--- config.mk ---
export PLATFORM = sky130hd
export DESIGN_NAME = tourney_chooser
export DESIGN_NICKNAME = d
export VERILOG_FILES = /design/src/rtl/tc_pkg.sv /design/src/rtl/tc_index.sv /design/src/rtl/tc_sel_table.sv /design/src/rtl/tc_pick.sv /design/src/rtl/tourney_chooser.sv
export SDC_FILE = /design/constraint.sdc
export NUM_CORES = 1
export LEC_CHECK = 0
export BUFFER_PORTS_ARGS = -buffer_cell sky130_fd_sc_hd__buf_2
export CAP_MARGIN = 20
export CORE_UTILIZATION = 40
export CTS_BUF_LIST = sky130_fd_sc_hd__clkbuf_8
export DETAILED_ROUTE_END_ITERATION = 7
export PLACE_DENSITY = 0.66
export SYNTH_ARGS = -nofsm -noshare
export SYNTH_HDL_FRONTEND = slang
export SYNTH_SLANG_ARGS = --single-unit
--- constraint.sdc ---
create_clock -name clk -period 4.5 [get_ports clk]
set_clock_uncertainty 0.15 [all_clocks]
set_input_delay 0.9 -clock clk [delete_from_list [all_inputs] [get_ports clk]]
set_output_delay 0.9 -clock clk [all_outputs]
set_load 0.05 [all_outputs]
--- src/rtl/tc_pkg.sv ---
package tc_pkg;
  localparam int SEL_W = 2;
  typedef logic [SEL_W-1:0] sel_t;
  localparam sel_t SEL_MIN   = '0;
  localparam sel_t SEL_MAX   = '1;
  localparam sel_t SEL_RESET = sel_t'(1);

  // next selector value for one resolved branch
  function automatic sel_t sel_step(sel_t cur, logic ok1, logic ok2);
    sel_t nxt;
    nxt = cur;
    if (ok2 && !ok1 && cur != SEL_MAX) nxt = cur + sel_t'(1);
    if (ok1 && !ok2 && cur != SEL_MIN) nxt = cur - sel_t'(1);
    return nxt;
  endfunction

  // upper half of the range trusts the second component
  function automatic logic sel_prefers_p2(sel_t cur);
    return cur[SEL_W-1];
  endfunction
endpackage

--- src/rtl/tc_index.sv ---
module tc_index #(
  parameter int PC_W  = 32,
  parameter int IDX_W = 6
) (
  input  logic [PC_W-1:0]  pc,
  output logic [IDX_W-1:0] idx
);
  localparam int LO = 2;
  localparam int HI = LO + IDX_W - 1;

  logic unused_bits;
  assign unused_bits = ^{pc[LO-1:0], pc[PC_W-1:HI+1]};
  assign idx = pc[HI:LO];
endmodule

--- src/rtl/tc_sel_table.sv ---
module tc_sel_table
  import tc_pkg::*;
#(
  parameter int IDX_W = 6,
  localparam int DEPTH = 1 << IDX_W
) (
  input  logic             clk,
  input  logic             rst_n,
  input  logic [IDX_W-1:0] rd_idx,
  output sel_t             rd_cnt,
  input  logic             wr_en,
  input  logic [IDX_W-1:0] wr_idx,
  input  logic             ok1,
  input  logic             ok2
);
  logic [DEPTH-1:0][SEL_W-1:0] mem;
  sel_t wr_old;
  logic step_up, step_down, tie;

  assign rd_cnt    = mem[rd_idx];
  assign wr_old    = mem[wr_idx];
  assign tie       = wr_en && (ok1 == ok2);
  assign step_up   = wr_en && ok2 && !ok1;
  assign step_down = wr_en && ok1 && !ok2;

  for (genvar g = 0; g < DEPTH; g++) begin : g_slot
    always_ff @(posedge clk) begin
      if (!rst_n)
        mem[g] <= SEL_RESET;
      else if (wr_en && wr_idx == IDX_W'(g))
        mem[g] <= sel_step(mem[g], ok1, ok2);
    end
  end


  hold_on_tie_chk: assert property (@(posedge clk) disable iff (!rst_n)
    tie |=> mem[$past(wr_idx)] == $past(wr_old));

  step_up_chk: assert property (@(posedge clk) disable iff (!rst_n)
    step_up && wr_old != SEL_MAX |=> mem[$past(wr_idx)] > $past(wr_old));

  step_down_chk: assert property (@(posedge clk) disable iff (!rst_n)
    step_down && wr_old != SEL_MIN |=> mem[$past(wr_idx)] < $past(wr_old));

  idle_stable_chk: assert property (@(posedge clk) disable iff (!rst_n)
    !wr_en |=> $stable(mem));

  strong_hold_chk: assert property (@(posedge clk) disable iff (!rst_n)
    step_down && wr_old == SEL_MAX |=> sel_prefers_p2(mem[$past(wr_idx)]));
endmodule

--- src/rtl/tc_pick.sv ---
module tc_pick
  import tc_pkg::*;
(
  input  sel_t cnt,
  input  logic p1,
  input  logic p2,
  output logic dir,
  output logic use_p2
);
  assign use_p2 = sel_prefers_p2(cnt);
  assign dir    = use_p2 ? p2 : p1;


  always_comb begin
    if (p1 == p2) agree_pass_chk: assert (dir == p1);
  end
endmodule

--- src/rtl/tourney_chooser.sv ---
module tourney_chooser
  import tc_pkg::*;
#(
  parameter int PC_W  = 32,
  parameter int IDX_W = 6
) (
  input  logic            clk,
  input  logic            rst_n,
  input  logic [PC_W-1:0] lk_pc,
  input  logic            lk_p1,
  input  logic            lk_p2,
  output logic            lk_dir,
  output logic            lk_use_p2,
  input  logic            up_valid,
  input  logic [PC_W-1:0] up_pc,
  input  logic            up_p1_ok,
  input  logic            up_p2_ok
);
  logic [IDX_W-1:0] lk_idx, up_idx;
  sel_t lk_cnt;

  tc_index #(.PC_W(PC_W), .IDX_W(IDX_W)) u_lk_index (.pc(lk_pc), .idx(lk_idx));
  tc_index #(.PC_W(PC_W), .IDX_W(IDX_W)) u_up_index (.pc(up_pc), .idx(up_idx));

  tc_sel_table #(.IDX_W(IDX_W)) u_table (
    .clk(clk), .rst_n(rst_n),
    .rd_idx(lk_idx), .rd_cnt(lk_cnt),
    .wr_en(up_valid), .wr_idx(up_idx),
    .ok1(up_p1_ok), .ok2(up_p2_ok)
  );

  tc_pick u_pick (
    .cnt(lk_cnt), .p1(lk_p1), .p2(lk_p2),
    .dir(lk_dir), .use_p2(lk_use_p2)
  );

  // same slot looked up while written shows pre-update choice in that cycle
  same_slot_old_chk: assert property (@(posedge clk) disable iff (!rst_n)
    up_valid && up_p2_ok && !up_p1_ok && lk_idx == up_idx && lk_cnt == SEL_RESET
      |=> $past(lk_use_p2) == 1'b0);
endmodule

**Word-level counts from Yosys, hierarchy flattened**

Index checks and enable logic that the tools add are counted.

- Output and inout bits: 2
- Input bits: 71
- Word-level logic and storage cells: 840
- Bits in registers: 128

- Multiplexer cells: 131
- Order comparisons: 1
- Add/subtract/negate cells: 128
- Eq/ne operators: 127
- Reduce and logical (&&, ||, !) cells: 389

Operators with widths:

| cell | number |
|---|---|
| 2-bit two-way mux | 129 |
| 2-bit nonzero test | 128 |
| 1-bit logical AND | 194 |
| 6-bit equality test, second input constant | 32 |
| 2-bit by 1-bit adder with 2-bit output, second input constant | 64 |
| 2-bit != test, second input constant | 64 |
| 2-bit AND reduction | 64 |
| 2-bit by 1-bit subtractor with 2-bit output, second input constant | 64 |
| 6-bit by 5-bit equality test with 1-bit output, second input constant | 16 |
| 6-bit by 4-bit equality test with 1-bit output, second input constant | 8 |
| 6-bit by 3-bit equality test with 1-bit output, second input constant | 4 |
| 2-bit binary-select mux with 6-bit select | 1 |
| 6-bit by 2-bit equality test with 1-bit output, second input constant | 2 |
| 6-bit by 7-bit < comparator with 1-bit output, second input constant | 1 |
| 6-bit by 1-bit equality test with 1-bit output, second input constant | 1 |
| 6-bit logical NOT | 1 |
| 1-bit logical NOT | 2 |
| 1-bit two-way mux | 1 |

**Depth between registers and ports, before layout**

Gate-level depths: netlist of run 1.

- Depth in word-level cells: 5
- Gate-level depth with buffers: 8
- Mapped depth without buffers: 6

**Modules after synthesis**

A second synthesis of run 1 with hierarchy kept.

- Cells, all modules: 1065
- Area, all modules: 8476.9 um^2

By module, submodules not included:

| module | area each (um^2) | times used | cells an instance |
|---|---|---|---|
| tc_sel_table | 8364.3 | 1 | 1051 |
| tc_index | 45.0 | 2 | 6 |
| tc_pick | 22.5 | 1 | 2 |

**Least setup slack after synthesis of run 1**

OpenSTA, ideal clock, no wires.

- Kind: in2out
- From: input port lk_pc[2]
- To: output port lk_dir
- Data required time: 3.450 ns
- Buffers on the path: 1
- Stages on the path: 7
- Arrival: 2.699 ns
- Setup slack: 0.751 ns
- Cells stage by stage: buf_6 -> mux4_1 -> mux2_2 -> nand2_1 -> o311ai_1 -> a32o_2 -> mux2_4

- Word-level cells in the longest chain between the ends: 3

RTL lines:

| item | line | RTL |
|---|---|---|
| start: declaration | tourney_chooser.sv:9 | `input logic [PC_W-1:0] lk_pc,` |
| 2-bit binary-select mux with 6-bit select | tc_sel_table.sv:20 | `assign rd_cnt = mem[rd_idx];` |
| 2-bit two-way mux (implied by the code) | tc_sel_table.sv:20 |  |
| net lk_use_p2 | tourney_chooser.sv:13 | `output logic lk_use_p2,` |
| 1-bit two-way mux | tc_pick.sv:11 | `assign dir = use_p2 ? p2 : p1;` |
| end: declaration | tourney_chooser.sv:12 | `output logic lk_dir,` |

The timed path passes the listed nets, and every way through them passes these cells. The select of a mux whose other input is x is not followed.

**Final worst setup path of run 1**

- From: input port lk_pc[2]
- To: output port lk_dir

- Word-level cells in the longest chain between the ends: 3

RTL lines:

| item | line |
|---|---|
| 2-bit binary-select mux with 6-bit select | tc_sel_table.sv:20 |
| 2-bit two-way mux (implied by the code) | tc_sel_table.sv:20 |
| 1-bit two-way mux | tc_pick.sv:11 |

Every way passes these cells. The select of a mux whose other input is x is not followed.

==> results of run 1 <==
cell families (layout without fill, tap and decap cells):
family | Yosys count | after routing | share of synthesized area [%]
AND/OR/NAND/NOR | 419 | 419 | 25.00
AO/OA/AOI/OAI | 327 | 327 | 25.43
flip-flops | 128 | 128 | 32.82
buffers and inverters | 70 | 62 | 3.749
XOR/XNOR | 64 | 64 | 7.178
multiplexers | 24 | 24 | 5.832
worst min-delay path by stage:
stage / start / end / cells past startpoint
5_1_grt: u_table.mem[68]$_SDFFE_PN1P_ / u_table.mem[69]$_SDFFE_PN0P_ / 2
3_5_place_dp: u_table.mem[36]$_SDFFE_PN1P_ / u_table.mem[37]$_SDFFE_PN0P_ / 2
3_3_place_gp: u_table.mem[26]$_SDFFE_PN1P_ / u_table.mem[27]$_SDFFE_PN0P_ / 2
2_1_floorplan: u_table.mem[100]$_SDFFE_PN1P_ / u_table.mem[101]$_SDFFE_PN0P_ / 2
4_1_cts: u_table.mem[36]$_SDFFE_PN1P_ / u_table.mem[37]$_SDFFE_PN0P_ / 2
6_report: u_table.mem[16]$_SDFFE_PN1P_ / u_table.mem[17]$_SDFFE_PN0P_ / 2
placed cells by master (no fill, tap or decap), types with 6 or more instances in the layout:
cell type | netlist | routed
o21bai_1 | 44 | 44
o211ai_1 | 20 | 20
nor2_1 | 129 | 129
buf_4 | 1 | 8
dfxtp_1 | 128 | 128
a21boi_0 | 62 | 62
buf_2 | 3 | 19
clkbuf_8 | 0 | 21
nor2b_1 | 7 | 6
nor3_1 | 63 | 63
and2_1 | 62 | 62
o21ai_0 | 124 | 124
a21oi_1 | 67 | 67
mux4_1 | 9 | 9
mux2i_1 | 8 | 8
xor2_1 | 64 | 64
nand2_1 | 130 | 130
area by class of cell:
type                       count  area share [%]
timing repair buffer          30           2.549
clock buffer                  21           3.424
tap                          260           3.854
clock inverter                11          0.8745
sequential                   128           30.35
multi-input combinational    834           58.94
layer usage:
metal / routed length (um) / up-vias / GRT usage, %
met5: 0 / - / 0
met4: 242 / 0 / 6.621
met3: 704 / 17 / 3.341
met2: 8644 / 131 / 31.48
met1: 9439 / 3371 / 27.60
li1: - / 3550 / -
power groups by stage:
stage	Sequential, mW	Combinational (mW)	Clock, mW
3_3_place_gp	1.17	0.200	0
3_5_place_dp	1.17	0.202	0
6_report	1.14	0.202	0.922
5_1_grt	1.14	0.222	1.01
2_1_floorplan	1.17	0.144	0
4_1_cts	1.14	0.203	0.952
metrics by stage:
step	hold WS [ps]	setup WS, ps	instances
final	375.0	280.1	1284
after global placement	363.7	304.1	1252
after CTS	381.2	293.2	1284
after detailed placement	366.4	297.7	1252
after floorplan	342.7	750.9	1032
after global routing	396.6	191.0	1284
tightest hold or removal path, delay by kind of cell (launching register included):
| kind | cells | cell delay [ps] |
|---|---|---|
| AOI/OAI and AO/OA | 2 | 140 |
| DFF | 1 | 340 |
==> flow_summary.ini, run 1 <==
[clocking]
htree_levels = 4
cts_made_buffers = 17
clockBufferDepth = 2
cts_tree = done
post_cts_buffers = 0
clk_pin_slew_ps = 70
clkSinkCount = 128
insertion_delay_ps = 440
cts-root-buf = clkbuf_8
cts_resized = 0
ctsHoldBuffers = 0

[logic_synthesis]
synth_top_area_share_pct = 32.82
synth_edf_count = 0
synth_cell_types = 43
synthTopCellsByArea = dfxtp_1 (33%), o21ai_0 (7.9%), xor2_1 (7.2%)
async_reset_ff_share_pct = 0
yosysSeqAreaShare_pct = 32.82
yosys-top-cells-count = nand2_1 (130), nor2_1 (129), dfxtp_1 (128)
synth-seq-cells = 128
avgSynthCellArea_um2 = 7.567
yosysMostFrequentCell = nand2_1
syn-cell-area_um2 = 7809
syn_inst = 1032
ys.flop_type = dfxtp_1
synth.largest_area_cell = dfxtp_1
synth_nets = 1103
ys.warnings.count = 0

[floorplanning]
die_w_um = 141.7
coreArea_um2 = 18890
initial_core_util_pct = 41.33
ios = 73
num_rows = 50
die_area_um2 = 20080
dieHeight_um = 141.7

[sta]
fmax_mhz = 237.0
rsz0062_at_grt = false
final.period_utilization_pct = 93.78
report.final.setup_viol = 0
worstMarginPinSlew_ps = 1041
relSlewSlack_pct = 30.57
report.final.hold_viol_count = 0
tns_ps = 0
final_max_slew_viol_count = 0
min_period_ps = 4220

[power]
vdd_drop_max_uv = 167.9
p_sw_mw = 0.5853
p_sw_share_pct = 25.82
seq_power_share_pct = 50.4
power_frac_comb_pct = 8.9
power_mw = 2.267
p_int_mw = 1.682
p_per_area_nw_per_um2 = 268.6
p_leak_nw = 3.302
clkPwrFrac_pct = 40.7

[critical_path]
r2r_end = u_table.mem[53]$_SDFFE_PN0P_
path_class = input port to output port
critPathCaptureType = output port
crit_chain = buf_2 -> mux4_1 -> mux2_2 -> nand2_1 -> o311ai_1 -> a32o_2 -> mux2_4 -> buf_2
cp_top_family = multiplexers
cp_common_cell = buf_2
worst_ep_required_time_ps = 3450
ff2ff_setup_slack_ps = 3080
slowest_delay_ps = 630
r2r_start = u_table.mem[53]$_SDFFE_PN0P_
crit_cells = 8
cp-start-kind = input port
cp_slowest_cell = mux4_1
path_max_fanout = 17
cp-endpoint = lk_dir
cp-startpoint = lk_pc[2]
r2r_cells = 6
arrival_ps = 3170
cp_num_buf_inv = 2

[routing]
drtIter0Drc = 486
drt_pass1_iterations = 5
viasPerCell = 5.505
final_antenna_net_count = 0
vias = 7069
drc = 0
wire_per_inst_um = 14.82
routed_wl_um = 19030

[min_path]
hold_class = flop to flop

[finish]
regArea_um2 = 2562
final_nets = 1082
multi_input_area_um2 = 4976
post-route-cell-area_um2 = 8442
insertedDiodeCount = 0
syn2layout_area_growth_pct = 8.108
reg_top3 = u_table.mem x128
nFillCells = 1924
drive_above_1_share_pct = 7.031
regMostFlops = u_table.mem
largest_register_ff_count = 128
final_core_util_pct = 44.68

[placed_design]
dpl.hpwl_um = 11830
gp_congestion = 0.7759
numPortBuffers = 20
place_area_um2 = 8079

[global_routing]
antenna_found_initial = 0
overflow = 0
grt_pass1_wl_um = 32050
grt_start_max_net_pins = 91
grt_pass1_vias = 6413
grt_use_total_pct = 19.97

[status]
status = finished, final reports clean

[run]
cap_viol_max_count = 0
(Power assumes the default switching activity.)
==> run 2, diff against run 1 <==
--- a/config.mk
+++ b/config.mk
@@ -7,9 +7,11 @@
 export LEC_CHECK = 0
 export BUFFER_PORTS_ARGS = -buffer_cell sky130_fd_sc_hd__buf_2
 export CAP_MARGIN = 20
+export CORE_ASPECT_RATIO = 1.2
 export CORE_UTILIZATION = 40
 export CTS_BUF_LIST = sky130_fd_sc_hd__clkbuf_8
 export DETAILED_ROUTE_END_ITERATION = 7
+export GPL_ROUTABILITY_DRIVEN = 1
 export PLACE_DENSITY = 0.66
 export SYNTH_ARGS = -nofsm -noshare
 export SYNTH_HDL_FRONTEND = slang
==> run 2 against run 1 <==
- combinational power is essentially flat
- total power decreased by 1.8%
- design area fell by 0.47%
- via count fell by 0.33%
- core utilization fell by 0.45 points
- critical path depth stayed put
- largest cell class unchanged
==> flow_summary.ini, run 2 (synthesis results as in run 1) <==
[critical_path]
r2r_start = u_table.mem[71]$_SDFFE_PN0P_
critPathCaptureType = output port
cp-endpoint = lk_dir
worst_ep_required_time_ps = 3450
cp-start-kind = input port
arrival_ps = 3130
r2r_end = u_table.mem[71]$_SDFFE_PN0P_
path_class = input port to output port
cp-startpoint = lk_pc[2]
ff2ff_setup_slack_ps = 3030
r2r_cells = 5
path_max_fanout = 11

[power]
vdd_drop_max_uv = 175.6
power_mw = 2.226
p_leak_nw = 3.266
p_per_area_nw_per_um2 = 264.9

[clocking]
insertion_delay_ps = 450
clockBufferDepth = 2
ctsHoldBuffers = 0
cts_resized = 0
clkSinkCount = 128
post_cts_buffers = 0
cts_tree = done
clk_pin_slew_ps = 70
cts_made_buffers = 17
cts-root-buf = clkbuf_8
htree_levels = 4

[routing]
drc = 0
drt_pass1_iterations = 5
viasPerCell = 5.526
routed_wl_um = 19140
wire_per_inst_um = 15.01
final_antenna_net_count = 0
vias = 7046
drtIter0Drc = 530

[finish]
reg_top3 = u_table.mem x128
syn2layout_area_growth_pct = 7.595
post-route-cell-area_um2 = 8402
regMostFlops = u_table.mem
final_common_cell = nand2_1
stdcell_count = 1275
drive_above_1_share_pct = 6.968
layout_common_cells = nand2_1 (130), nor2_1 (129), dfxtp_1 (128), o21ai_0 (124), a21oi_1 (67)
insertedDiodeCount = 0
final_nets = 1084
largest_register_ff_count = 128

[placed_design]
placed_cells = 1250
numPortBuffers = 20
gp_congestion = 0.7672
place_ws_ps = 348.9
dpl.hpwl_um = 11900
place_area_um2 = 8077

[sta]
worstMarginPinSlew_ps = 1065
final_max_slew_viol_count = 0
report.final.hold_viol_count = 0
rsz0062_at_grt = false
tns_ps = 0
finalWorstSetupSlack_ps = 321.8
fmax_mhz = 239.3
final.period_utilization_pct = 92.85
report.final.setup_viol = 0
relSlewSlack_pct = 28.34
min_period_ps = 4178

[global_routing]
grt_pass1_vias = 6442
overflow = 0
grt_pass1_wl_um = 31950
antenna_found_initial = 0
grt_start_max_net_pins = 105
grt_use_total_pct = 20.17

[floorplanning]
die_w_um = 129.5
die_area_um2 = 20090
num_rows = 55
initial_core_util_pct = 41.11
coreArea_um2 = 18990
ios = 73
dieHeight_um = 155.1

[run]
cap_viol_max_count = 0

[status]
status = finished, final reports clean

[min_path]
hold_class = flop to flop
run 2: how the worst min path moves through the flow:
stage | slack [ps] | endpoint | cells past startpoint | startpoint
after detailed placement | 360 | u_table.mem[86]$_SDFFE_PN1P_ | 2 | u_table.mem[86]$_SDFFE_PN1P_
after global routing | 400 | u_table.mem[37]$_SDFFE_PN0P_ | 2 | u_table.mem[36]$_SDFFE_PN1P_
after floorplan | 340 | u_table.mem[101]$_SDFFE_PN0P_ | 2 | u_table.mem[100]$_SDFFE_PN1P_
final | 380 | u_table.mem[55]$_SDFFE_PN0P_ | 2 | u_table.mem[54]$_SDFFE_PN1P_
after global placement | 360 | u_table.mem[2]$_SDFFE_PN1P_ | 2 | u_table.mem[2]$_SDFFE_PN1P_
after CTS | 380 | u_table.mem[37]$_SDFFE_PN0P_ | 2 | u_table.mem[36]$_SDFFE_PN1P_
run 2: final cells by class:
type / count / area (um^2)
Multi-Input combinational cell: 834 / 4976
Clock buffer: 23 / 316.6
Sequential cell: 128 / 2562
Timing Repair Buffer: 32 / 217.7
Fill cell: 1936 / 10590
Tap cell: 256 / 320.3
Clock inverter: 2 / 8.758
run 2: routing by layer:
metal	routed length, um	up-vias	track usage [%]	share of wire (%)
li1	-	3542	-	-
met1	9164	3337	26.58	48
met2	8816	128	32.21	46
met3	635	39	2.889	3.3
met4	526	0	9.856	2.7
met5	0	-	0	0
run 2: critical path, cell delays in order:
cell and delay (ps):
buf_2 320, mux4_1 670, mux2i_1 190, a22o_1 180
a21oi_1 50, a32o_2 310, mux2_4 290, buf_2 210
run 2: per-stage QoR:
stage          utilization, %  hold WS (ps)
2_1_floorplan               -         342.7
5_1_grt                 44.24         400.3
6_report                44.24         376.8
3_3_place_gp            42.52         364.7
4_1_cts                 44.24         382.2
3_5_place_dp            42.52         364.2
run 2: report_power, final:
part,switching (mW),internal (mW)
Combinational,0.138,0.0650
Clock,0.435,0.445
Sequential,0.00616,1.14
Total,0.579,1.65
==> run 3, diff against run 2 <==
==> constraint.sdc (replaced) <==
create_clock -name clk -period 4.5 [get_ports clk]
set_clock_uncertainty 0.15 [all_clocks]
set_input_delay 0.45 -clock clk [delete_from_list [all_inputs] [get_ports clk]]
set_output_delay 0.45 -clock clk [all_outputs]
set_load 0.05 [all_outputs]
==> run 3 against run 2 <==
- final cell count rose by 0.16%
- critical path depth stayed put
- maximum frequency increased by 24%
- worst setup slack gained 810 ps
- via count hardly changed
- die area is the same
- sequential cell count unchanged
- sequential power barely moved
- wire length shrank 1.6%
- non-clock buffer count decreased by 5
- design area is 0.15% lower
- critical path type unchanged
- critical endpoint unchanged
==> flow_summary.ini, run 3 (synthesis results as in run 1) <==
[finish]
insertedDiodeCount = 0
final_nets = 1079
drive_above_1_share_pct = 6.758
layout_common_cells = nand2_1 (130), nor2_1 (129), dfxtp_1 (128), o21ai_0 (124), a21oi_1 (67)
final_core_util_pct = 44.17
reg_top3 = u_table.mem x128
largest_register_ff_count = 128
regMostFlops = u_table.mem
nFillCells = 1948
syn2layout_area_growth_pct = 7.435
final_common_cell = nand2_1

[routing]
top_layer = met4
drtIter0Drc = 500
drt_pass1_iterations = 5
final_antenna_net_count = 0
drc = 0
wl_met3_um = 690
vias = 7040
wire_per_inst_um = 14.75
dr_wl_met2_um = 8635
wl_met1_um = 9078
viasPerCell = 5.513
routed_wl_um = 18840

[power]
p_per_area_nw_per_um2 = 271.0
p_leak_nw = 3.276
vdd_drop_max_uv = 192.5

[global_routing]
antenna_found_initial = 0
overflow = 0
grt_pass1_wl_um = 31510
grt_pass1_vias = 6497
grt_use_total_pct = 19.57
grt_start_max_net_pins = 98

[clocking]
cts-root-buf = clkbuf_8
ctsHoldBuffers = 0
insertion_delay_ps = 450
clk_pin_slew_ps = 70
cts_made_buffers = 17
cts_tree = done
post_cts_buffers = 0
clkSinkCount = 128
htree_levels = 4
cts_resized = 0
clockBufferDepth = 2

[sta]
report.final.hold_viol_count = 0
report.final.setup_viol = 0
min_period_ps = 3366
worstMarginPinSlew_ps = 1098
final_max_slew_viol_count = 0
tns_ps = 0
fmax_mhz = 297.1
final.period_utilization_pct = 74.80
rsz0062_at_grt = false
finalWorstSetupSlack_ps = 1134
relSlewSlack_pct = 26.81

[floorplanning]
die_w_um = 129.5
ios = 73
dieHeight_um = 155.1
initial_core_util_pct = 41.11
coreArea_um2 = 18990
num_rows = 55
die_area_um2 = 20090

[critical_path]
path_class = input port to output port
r2r_start = u_table.mem[7]$_SDFFE_PN0P_
critPathCaptureType = output port
arrival_ps = 2770
cp-startpoint = lk_pc[4]
cp-start-kind = input port
worst_ep_required_time_ps = 3900
r2r_end = u_table.mem[7]$_SDFFE_PN0P_
r2r_cells = 6
cp-endpoint = lk_dir
ff2ff_setup_slack_ps = 3050
path_max_fanout = 18

[min_path]
hold_class = flop to flop
hold_depth = 2

[status]
status = finished, final reports clean

[placed_design]
numPortBuffers = 20
dpl.hpwl_um = 11320
place_ws_ps = 1147
gp_congestion = 0.7495

[run]
cap_viol_max_count = 0
## run 3: per-layer routing
| layer | GRT usage [%] | up-vias |
|---|---|---|
| met5 | 0 | - |
| met4 | 8.527 | 0 |
| met3 | 3.198 | 31 |
| met2 | 31.67 | 139 |
| met1 | 25.56 | 3325 |
| li1 | - | 3545 |
## run 3: critical path, cell delays in order
cell and delay [ps]:
buf_2 450, mux4_2 580, nor2b_1 140, a211oi_1 230
a21oi_1 100, a32o_2 300, mux2_4 300, buf_2 210
## run 3: area by class of cell
cell class / count / area, um^2 / area share (%)
tap: 256 / 320.3 / 3.818
multi-input combinational: 834 / 4976 / 59.31
timing repair buffer: 27 / 167.7 / 1.999
clock buffer: 21 / 289.0 / 3.445
clock inverter: 11 / 73.82 / 0.8799
sequential: 128 / 2562 / 30.54
## run 3: through the flow
step                std cells  instance area (um^2)  total power [mW]  hold slack [ps]
global placement         1245                  8026             1.364            365.1
floorplan                1032                  7809             1.312            342.7
CTS                      1277                  8389             2.296            383.7
finish                   1277                  8389             2.273            375.3
global route             1277                  8389             2.361            409.2
detailed placement       1245                  8026             1.366            366.0
## run 3: worst min path at each step
stage	endpoint	start	slack, ps
2_1_floorplan	u_table.mem[101]$_SDFFE_PN0P_	u_table.mem[100]$_SDFFE_PN1P_	340
3_5_place_dp	u_table.mem[52]$_SDFFE_PN1P_	u_table.mem[52]$_SDFFE_PN1P_	370
6_report	u_table.mem[85]$_SDFFE_PN0P_	u_table.mem[84]$_SDFFE_PN1P_	380
3_3_place_gp	u_table.mem[9]$_SDFFE_PN0P_	u_table.mem[8]$_SDFFE_PN1P_	370
4_1_cts	u_table.mem[47]$_SDFFE_PN0P_	u_table.mem[46]$_SDFFE_PN1P_	380
5_1_grt	u_table.mem[9]$_SDFFE_PN0P_	u_table.mem[8]$_SDFFE_PN1P_	410
## run 3: report_power, final
part / switching, mW / internal, mW / leakage (nW) / total [mW]
clock: 0.452 / 0.480 / 0.211 / 0.932
sequential: 0.00604 / 1.14 / 1.03 / 1.14
combinational: 0.137 / 0.0611 / 2.03 / 0.199
